`config.mk`:
```
export PLATFORM = sky130hd
export DESIGN_NAME = fir_out_rounder
export DESIGN_NICKNAME = d
export VERILOG_FILES = /design/src/rtl/fir_out_rounder_pkg.sv /design/src/rtl/rnd_pos_decode.sv /design/src/rtl/rnd_apply.sv /design/src/rtl/fmt_resolve.sv /design/src/rtl/fir_out_rounder.sv
export SDC_FILE = /design/constraint.sdc
export NUM_CORES = 1
export LEC_CHECK = 0
export ABC_AREA = 1
export BUFFER_PORTS_ARGS = -buffer_cell sky130_fd_sc_hd__buf_2
export CAP_MARGIN = 10
export CORE_UTILIZATION = 62
export DETAILED_ROUTE_END_ITERATION = 10
export PLACE_DENSITY = 0.87
export REMOVE_ABC_BUFFERS = 1
export SYNTH_ARGS = -nofsm -noshare
export SYNTH_HDL_FRONTEND = slang
export SYNTH_HIERARCHICAL = 1
export SYNTH_SLANG_ARGS = --single-unit
export TNS_END_PERCENT = 20
```
`constraint.sdc`:
```
create_clock -name clk -period 6 [get_ports clk]
set_input_delay 0.6 -clock clk [delete_from_list [all_inputs] [get_ports clk]]
set_output_delay 0.6 -clock clk [all_outputs]
set_load 0.005 [all_outputs]
```
`src/rtl/fir_out_rounder_pkg.sv`:
```
package fir_out_rounder_pkg;

   typedef enum logic [1:0] {
      FM_EVEN_SYM = 2'd0,
      FM_ODD_SYM  = 2'd1,
      FM_ASYM     = 2'd2,
      FM_DECIM    = 2'd3
   } filt_mode_e;

   localparam int unsigned DEF_WORD_W = 28;
   localparam int unsigned DEF_FRAC_W = 18;
   localparam int unsigned DEF_CODE_W = 4;
   localparam int unsigned DEF_N_POS  = 12;
   localparam int          DEF_MIN_EXP = -10;

endpackage

```
`src/rtl/rnd_pos_decode.sv`:
```
module rnd_pos_decode #(
   parameter int unsigned WORD_W  = 28,
   parameter int unsigned FRAC_W  = 18,
   parameter int unsigned CODE_W  = 4,
   parameter int unsigned N_POS   = 12,
   parameter int          MIN_EXP = -10
) (
   input  logic [CODE_W-1:0] code,
   output logic [WORD_W-1:0] add_vec,
   output logic [WORD_W-1:0] keep_mask
);
   localparam int BASE_BIT = int'(FRAC_W) + MIN_EXP;

   logic pos_ok;
   assign pos_ok = (int'(code) < int'(N_POS));

   for (genvar p = 0; p < WORD_W; p++) begin : g_add
      if (p >= BASE_BIT && p < BASE_BIT + int'(N_POS)) begin : g_sel
         assign add_vec[p] = (code == CODE_W'(p - BASE_BIT));
      end else begin : g_none
         assign add_vec[p] = 1'b0;
      end
   end

   always_comb begin
      for (int j = 0; j < int'(WORD_W); j++) begin
         keep_mask[j] = !(pos_ok && (j <= BASE_BIT + int'(code)));
      end
   end

endmodule

```
`src/rtl/rnd_apply.sv`:
```
module rnd_apply #(
   parameter int unsigned WORD_W   = 28,
   parameter bit          MASK_LOW = 1'b1
) (
   input  logic [WORD_W-1:0] word_in,
   input  logic [WORD_W-1:0] add_vec,
   input  logic [WORD_W-1:0] keep_mask,
   output logic [WORD_W-1:0] word_out
);
   logic [WORD_W-1:0] sum;
   assign sum = word_in + add_vec;

   if (MASK_LOW) begin : g_masked
      assign word_out = sum & keep_mask;
   end else begin : g_raw
      logic unused_mask;
      assign unused_mask = ^keep_mask;
      assign word_out = sum;
   end

endmodule

```
`src/rtl/fmt_resolve.sv`:
```
module fmt_resolve
   import fir_out_rounder_pkg::*;
(
   input  filt_mode_e mode,
   input  logic       data_uns,
   input  logic       coef_uns,
   output logic       res_uns
);
   always_comb begin
      unique case (mode)
         FM_EVEN_SYM: res_uns = data_uns & coef_uns;
         default:     res_uns = 1'b0;
      endcase
   end
endmodule

```
`src/rtl/fir_out_rounder.sv`:
```
module fir_out_rounder
   import fir_out_rounder_pkg::*;
#(
   parameter int unsigned WORD_W   = DEF_WORD_W,
   parameter int unsigned FRAC_W   = DEF_FRAC_W,
   parameter int unsigned CODE_W   = DEF_CODE_W,
   parameter int unsigned N_POS    = DEF_N_POS,
   parameter int          MIN_EXP  = DEF_MIN_EXP,
   parameter bit          MASK_LOW = 1'b1
) (
   input  logic              clk,
   input  logic              rst_n,
   input  logic              in_valid,
   input  logic [27:0]       in_word,
   input  logic [3:0]        rnd_code,
   input  logic [1:0]        filt_mode,
   input  logic              data_uns,
   input  logic              coef_uns,
   output logic              out_valid,
   output logic [27:0]       out_word,
   output logic              out_uns
);
   localparam int BASE_BIT = int'(FRAC_W) + MIN_EXP;
   localparam int TOP_BIT  = BASE_BIT + int'(N_POS) - 1;

   if (WORD_W != 28 || CODE_W != 4) begin : g_bad_ports
      initial $error("fir_out_rounder: port widths fixed at 28/4");
   end
   if (BASE_BIT < 0 || TOP_BIT >= int'(WORD_W)) begin : g_bad_range
      initial $error("fir_out_rounder: rounding range outside word");
   end
   if (N_POS > (1 << CODE_W)) begin : g_bad_code
      initial $error("fir_out_rounder: code too narrow for positions");
   end

   logic [WORD_W-1:0] add_vec;
   logic [WORD_W-1:0] keep_mask;
   logic [WORD_W-1:0] rounded;
   logic              uns_c;

   rnd_pos_decode #(
      .WORD_W(WORD_W), .FRAC_W(FRAC_W), .CODE_W(CODE_W),
      .N_POS(N_POS), .MIN_EXP(MIN_EXP)
   ) u_dec (
      .code(rnd_code), .add_vec(add_vec), .keep_mask(keep_mask)
   );

   rnd_apply #(.WORD_W(WORD_W), .MASK_LOW(MASK_LOW)) u_apply (
      .word_in(in_word), .add_vec(add_vec), .keep_mask(keep_mask),
      .word_out(rounded)
   );

   fmt_resolve u_fmt (
      .mode(filt_mode_e'(filt_mode)), .data_uns(data_uns),
      .coef_uns(coef_uns), .res_uns(uns_c)
   );

   always_ff @(posedge clk) begin
      if (!rst_n) begin
         out_valid <= 1'b0;
         out_word  <= '0;
         out_uns   <= 1'b0;
      end else begin
         out_valid <= in_valid;
         if (in_valid) begin
            out_word <= rounded;
            out_uns  <= uns_c;
         end
      end
   end

   AST_ADD_ONEHOT: assert property (@(posedge clk) disable iff (!rst_n)
      $onehot0(add_vec));
   AST_ADD_IN_RANGE: assert property (@(posedge clk) disable iff (!rst_n)
      (rnd_code >= 4'(N_POS)) |-> (add_vec == '0));
   AST_HALF_LOW_CLEAR: assert property (@(posedge clk) disable iff (!rst_n)
      (in_valid && rnd_code == 4'd9) |=> (out_word[17:0] == '0));
   AST_UNUSED_PASS: assert property (@(posedge clk) disable iff (!rst_n)
      (in_valid && rnd_code >= 4'(N_POS)) |=> (out_word == $past(in_word)));
   AST_SIGNED_MODE: assert property (@(posedge clk) disable iff (!rst_n)
      (in_valid && filt_mode != 2'd0) |=> !out_uns);
   AST_VALID_LAT: assert property (@(posedge clk) disable iff (!rst_n)
      in_valid |=> out_valid);
   AST_IDLE_LOW: assert property (@(posedge clk) disable iff (!rst_n)
      !in_valid |=> !out_valid);
   AST_IDLE_HOLD: assert property (@(posedge clk) disable iff (!rst_n)
      !in_valid |=> ($stable(out_word) && $stable(out_uns)));

endmodule

```
* Word level (Yosys, flattened, before mapping)
Index checks and enable logic that the tools add are counted.
** Word-level totals
- Output and inout bits :: 30
- Logic and storage cells :: 106
- Input port bits :: 39
- Flip-flop bits (word level) :: 30
** Operators by class
- Multiplexer cells :: 1
- Add/subtract/negate cells :: 2
- Reductions and logical operators :: 58
- Order comparisons :: 29
- Bitwise gates (word level) :: 2
- Eq/ne operators :: 11
** Operators with widths (number)
- 6-bit by 32-bit <= comparator with 1-bit output (first input constant) :: 12
- 5-bit by 32-bit <= comparator with 1-bit output (first input constant) :: 8
- 4-bit by 32-bit <= comparator with 1-bit output (first input constant) :: 4
- 3-bit by 32-bit <= comparator with 1-bit output (first input constant) :: 2
- 1-bit by 32-bit <= comparator with 1-bit output (first input constant) :: 1
- 2-bit by 32-bit <= comparator with 1-bit output (first input constant) :: 1
- 28-bit by 20-bit adder with 28-bit output :: 1
- 28-bit AND :: 1
- 1-bit logical AND :: 28
- 1-bit logical NOT :: 28
- 4-bit by 3-bit equality test with 1-bit output (second input constant) :: 4
- 4-bit equality test (second input constant) :: 4
- 4-bit by 2-bit equality test with 1-bit output (second input constant) :: 2
- 4-bit by 4-bit adder with 5-bit output (first input constant) :: 1
- 4-bit by 1-bit equality test with 1-bit output (second input constant) :: 1
- 4-bit logical NOT :: 1
- 4-bit less-than comparator (second input constant) :: 1
- 2-bit logical NOT :: 1
- 1-bit AND :: 1
- 1-bit two-way mux :: 1

* Longest topological paths before layout
- Depth after elaboration :: 5
- Mapped depth :: 20
- Depth with buffers taken out :: 20

* Cells and area by module
The synthesis kept the hierarchy.
** Modules (own cells, without submodules)
- rnd_apply :: instances 1, area each 2044.5 um2, sequential area each 0.0 um2, cells each 419
- fir_out_rounder :: instances 1, area each 1223.7 um2, sequential area each 600.6 um2, cells each 187
- rnd_pos_decode :: instances 1, area each 535.5 um2, sequential area each 0.0 um2, cells each 91
- fmt_resolve :: instances 1, area each 21.3 um2, sequential area each 0.0 um2, cells each 5

* Least setup slack after synthesis
OpenSTA, ideal clock, no wires.
- Path type :: input -> register
- From :: in rnd_code[3]
- To :: reg out_word[21]
- Slack :: 3.617 ns
- Arrival :: 2.319 ns
- Data required time :: 5.936 ns
- Cell stages on the path :: 18
- Setup time :: 0.064 ns
- Cell sequence :: inv_2 ha_1 inv_1 nor2_2 ha_1 nand2_2 inv_1 a21oi_1 inv_1 a21oi_1 nand3_1 nand2_1 inv_1 nor2_1 inv_1 nand2_1 nand2_1 nor2_1
** On the way
- Elaborated cells between the ends (all ways) :: 19
** RTL lines
- start: declaration :: RTL line fir_out_rounder.sv:15 : input logic [3:0] rnd_code,
- 4-bit by 3-bit equality test with 1-bit output :: RTL line rnd_pos_decode.sv:19 : assign add_vec[p] = (code == CODE_W'(p - BASE_BIT));
- net add_vec[15] :: RTL line fir_out_rounder.sv:36 : logic [WORD_W-1:0] add_vec;
- 28-bit by 20-bit adder with 28-bit output :: RTL line rnd_apply.sv:11 : assign sum = word_in + add_vec;
- 28-bit AND :: RTL line rnd_apply.sv:14 : assign word_out = sum & keep_mask;
- net rounded[21] :: RTL line fir_out_rounder.sv:38 : logic [WORD_W-1:0] rounded;
- end signal: assignment :: RTL line fir_out_rounder.sv:66 : out_word <= rounded;
- end: declaration :: RTL line fir_out_rounder.sv:20 : output logic [27:0] out_word,
The timed path passes the listed nets, and every way through them passes these cells.
A chain may end at the register's enable or synchronous reset.

* Worst setup path after layout
- From :: in rnd_code[2]
- To :: reg out_word[27]
** On the way
- Elaborated cells between the ends (all ways) :: 19
** RTL lines (RTL line)
- 4-bit by 2-bit equality test with 1-bit output :: rnd_pos_decode.sv:19
- net add_vec[10] :: fir_out_rounder.sv:36
- 28-bit by 20-bit adder with 28-bit output :: rnd_apply.sv:11
- 28-bit AND :: rnd_apply.sv:14
- net rounded[27] :: fir_out_rounder.sv:38
The timed path passes the listed nets, and every way through them passes these cells.

==> results.py <==
metrics = {
    "global_route": {
        "antenna_found_initial": 0,
        "grt_max_degree": 60,
        "grt_use_total_pct": 33.91,
        "grt_pass1_vias": 3893,
        "grt_overflow": 0,
        "grt_pass1_wl_um": 17190,
    },
    "clock_tree": {
        "cts_buffers": 5,
        "cts.sinks": 30,
        "cts_setup_buffers": 0,
        "cts_tree": "done",
        "clk_path_buf_depth": 2,
        "cts_root_buf": "clkbuf_8",
        "htree_levels": 2,
        "hold_buffers": 0,
        "ctsResizeCount": 0,
        "clkLatencyLatePin_ps": 280,
        "clk_pin_slew_worst_paths_ps": 60,
    },
    "sta": {
        "finalSetupViolCount": 0,
        "max_freq_mhz": 361.7,
        "clock_skew_ps": 0,
        "fin_crit_ps": 2764,
        "rsz0062_at_grt": "false",
        "fin_crit_sh_pct": 46.07,
        "tightest_slew_ps": 948.5,
        "drv_slew": 0,
        "relSlewSlack_pct": 36.77,
        "final-hold-violation-count": 0,
        "setup_tns_ps": 0,
    },
    "run": {
        "cap_viol_max_count": 0,
    },
    "cells_and_area": {
        "mostFrequentLayoutCells": "230 x nand2_1, 117 x inv_1, 113 x nor2_1",
        "syn_to_final_growth_pct": 8.440,
        "drive_gt1_share_pct": 14.64,
        "final_nets": 831,
        "stdcell_area_um2": 4148,
        "final_common_cell": "nand2_1",
        "diodes": 0,
        "utilization_pct": 70.05,
    },
    "setup_path": {
        "critPathKind": "in -> reg",
        "reg2regPathDepth": 2,
        "worstPathMaxFanout": 9,
        "critPathLaunchType": "input port",
        "arrival_ps": 2990,
        "endpoint_kind": "flip-flop",
        "required_ps": 6220,
    },
    "logic_synthesis": {
        "ys_warn_count": 6,
        "ys_top_cells_by_area": "nand2_1 23%, dfxtp_1 16%, inv_1 11%, ha_1 11%, nor2_1 11%",
        "synthCells": 702,
        "ys_dominant_reg_cell": "dfxtp_1",
        "synthDistinctLibCells": 30,
        "netlist.area_leader.share_pct": 22.57,
        "synth-edff-count": 0,
        "ys_ff_latch": 30,
        "synth_area_um2": 3825,
        "seq_area_frac_synth_pct": 15.70,
        "avgSynthCellArea_um2": 5.449,
        "synthArstFlopShare_pct": 0,
        "synth_top_area_cell": "nand2_1",
    },
    "floorplanning": {
        "die_area_um2": 6488,
        "io_pins": 69,
        "die_h_um": 80.55,
        "core_um2": 5921,
        "initial_core_util_pct": 64.60,
        "rows": 28,
        "die_x_um": 80.55,
    },
    "route": {
        "drc_errors": 0,
        "dr_wl_met2_um": 5051,
        "wl_met1_um": 4398,
        "via_count": 4224,
        "wl_met3_um": 596,
        "avgRoutedWirePerCell_um": 12.31,
        "drtAntennaViolNets": 0,
        "wirelength_um": 10260,
        "top_layer": "met4",
        "viasPerCell": 5.071,
        "firstDrtPassIters": 6,
        "first_iter_violations": 332,
    },
    "placement": {
        "place_area_um2": 4056,
        "portBuffers": 68,
        "gp_congestion": 1.032,
        "dp_hpwl_um": 8504,
    },
    "pwr": {
        "peakVddDrop_mv": 0.1753,
        "power.density_nw_per_um2": 156.2,
        "leakagePower_nw": 2.623,
        "total_power_uw": 647.8,
    },
    "min_path": {
        "hold_depth": 2,
        "holdCritPathClass": "reg -> reg",
    },
    "run_status": {
        "status": "complete, no violations",
    },
}
==> worst max-delay path: stages <==
cell     delay [ps]
buf_2           180
inv_1           120
ha_1            220
inv_1           130
nor2_1           90
ha_1            350
nand2_1         140
inv_1            70
nand2_1          60
nand2_1         100
inv_1            70
nand3_1         180
nand2_1         150
nand2_1          60
nand2_1          60
nand2_1          40
nor2_1           80
inv_1            70
nand2_1          60
nand2_1          60
nor2_1           90
==> synth_stat cells, types with 2 or more instances <==
master	instances
a21o_1	2
a21oi_1	33
a21oi_2	2
and2_1	4
buf_2	6
buf_4	25
buf_6	2
conb_1	2
dfxtp_1	30
ha_1	34
inv_1	117
inv_2	7
nand2_1	230
nand2_2	12
nand3_1	29
nand3_2	3
nand4_1	5
nor2_1	113
nor2_2	9
nor3_1	7
o21ai_0	11
o21ai_1	7
o21bai_1	5
==> kinds of logic (layout without fill, tap and decap cells) <==
logic type	count (synthesis)	count (layout)	synth area share, %
flops	30	30	15.70
compound gates	60	60	8.505
xor+xnor	1	1	0.2290
simple gates	415	415	44.78
buf+inv	159	200	18.94
other cells	2	17	0.1963
fa+ha+maj	35	35	11.65
==> layout make-up <==
class,count,area (µm²)
inverter,124,465.4
clock buffer,7,86.33
clock inverter,1,5.005
sequential,30,600.6
tap,75,93.84
multi-input combinational,528,2556
timing repair buffer,68,340.3
fill,588,1773
==> sequential cells by signal, indices dropped and copies added, names as in the netlist <==
register,count
out_word,28
out_valid,1
out_uns,1
==> metrics by stage <==
stage / instances / hold WS (ps) / worst slack (ps)
after floorplan: 682 / 466.1 / 3629
after global placement: 825 / 454.0 / 2926
after detailed placement: 825 / 460.8 / 2942
after CTS: 833 / 469.4 / 3227
after global routing: 833 / 493.2 / 2942
final: 833 / 466.2 / 3236
==> final timing paths <==
| path | start | end | slack, ps |
|---|---|---|---|
| worst max register to register | out_word[20]$_SDFFE_PN0P_ | out_word[20]$_SDFFE_PN0P_ | 5390 |
| worst min-delay path | out_word[14]$_SDFFE_PN0P_ | out_word[14]$_SDFFE_PN0P_ | 470 |
| worst max-delay path | rnd_code[2] | out_word[27]$_SDFFE_PN0P_ | 3240 |
| worst min register to register | out_word[14]$_SDFFE_PN0P_ | out_word[14]$_SDFFE_PN0P_ | 470 |
==> routing by layer <==
metal / up-vias / GRT usage (%)
li1: 2195 / -
met1: 1857 / 39.95
met2: 155 / 62.63
met3: 17 / 4.545
met4: 0 / 10.36
met5: - / 0
==> report_power, final <==
part / switching, mW / internal (mW)
logic: 0.166 / 0.0918
clock network: 0.0761 / 0.0924
registers: 0.00728 / 0.214
total: 0.250 / 0.398
Power figures use the tool's default switching activity.
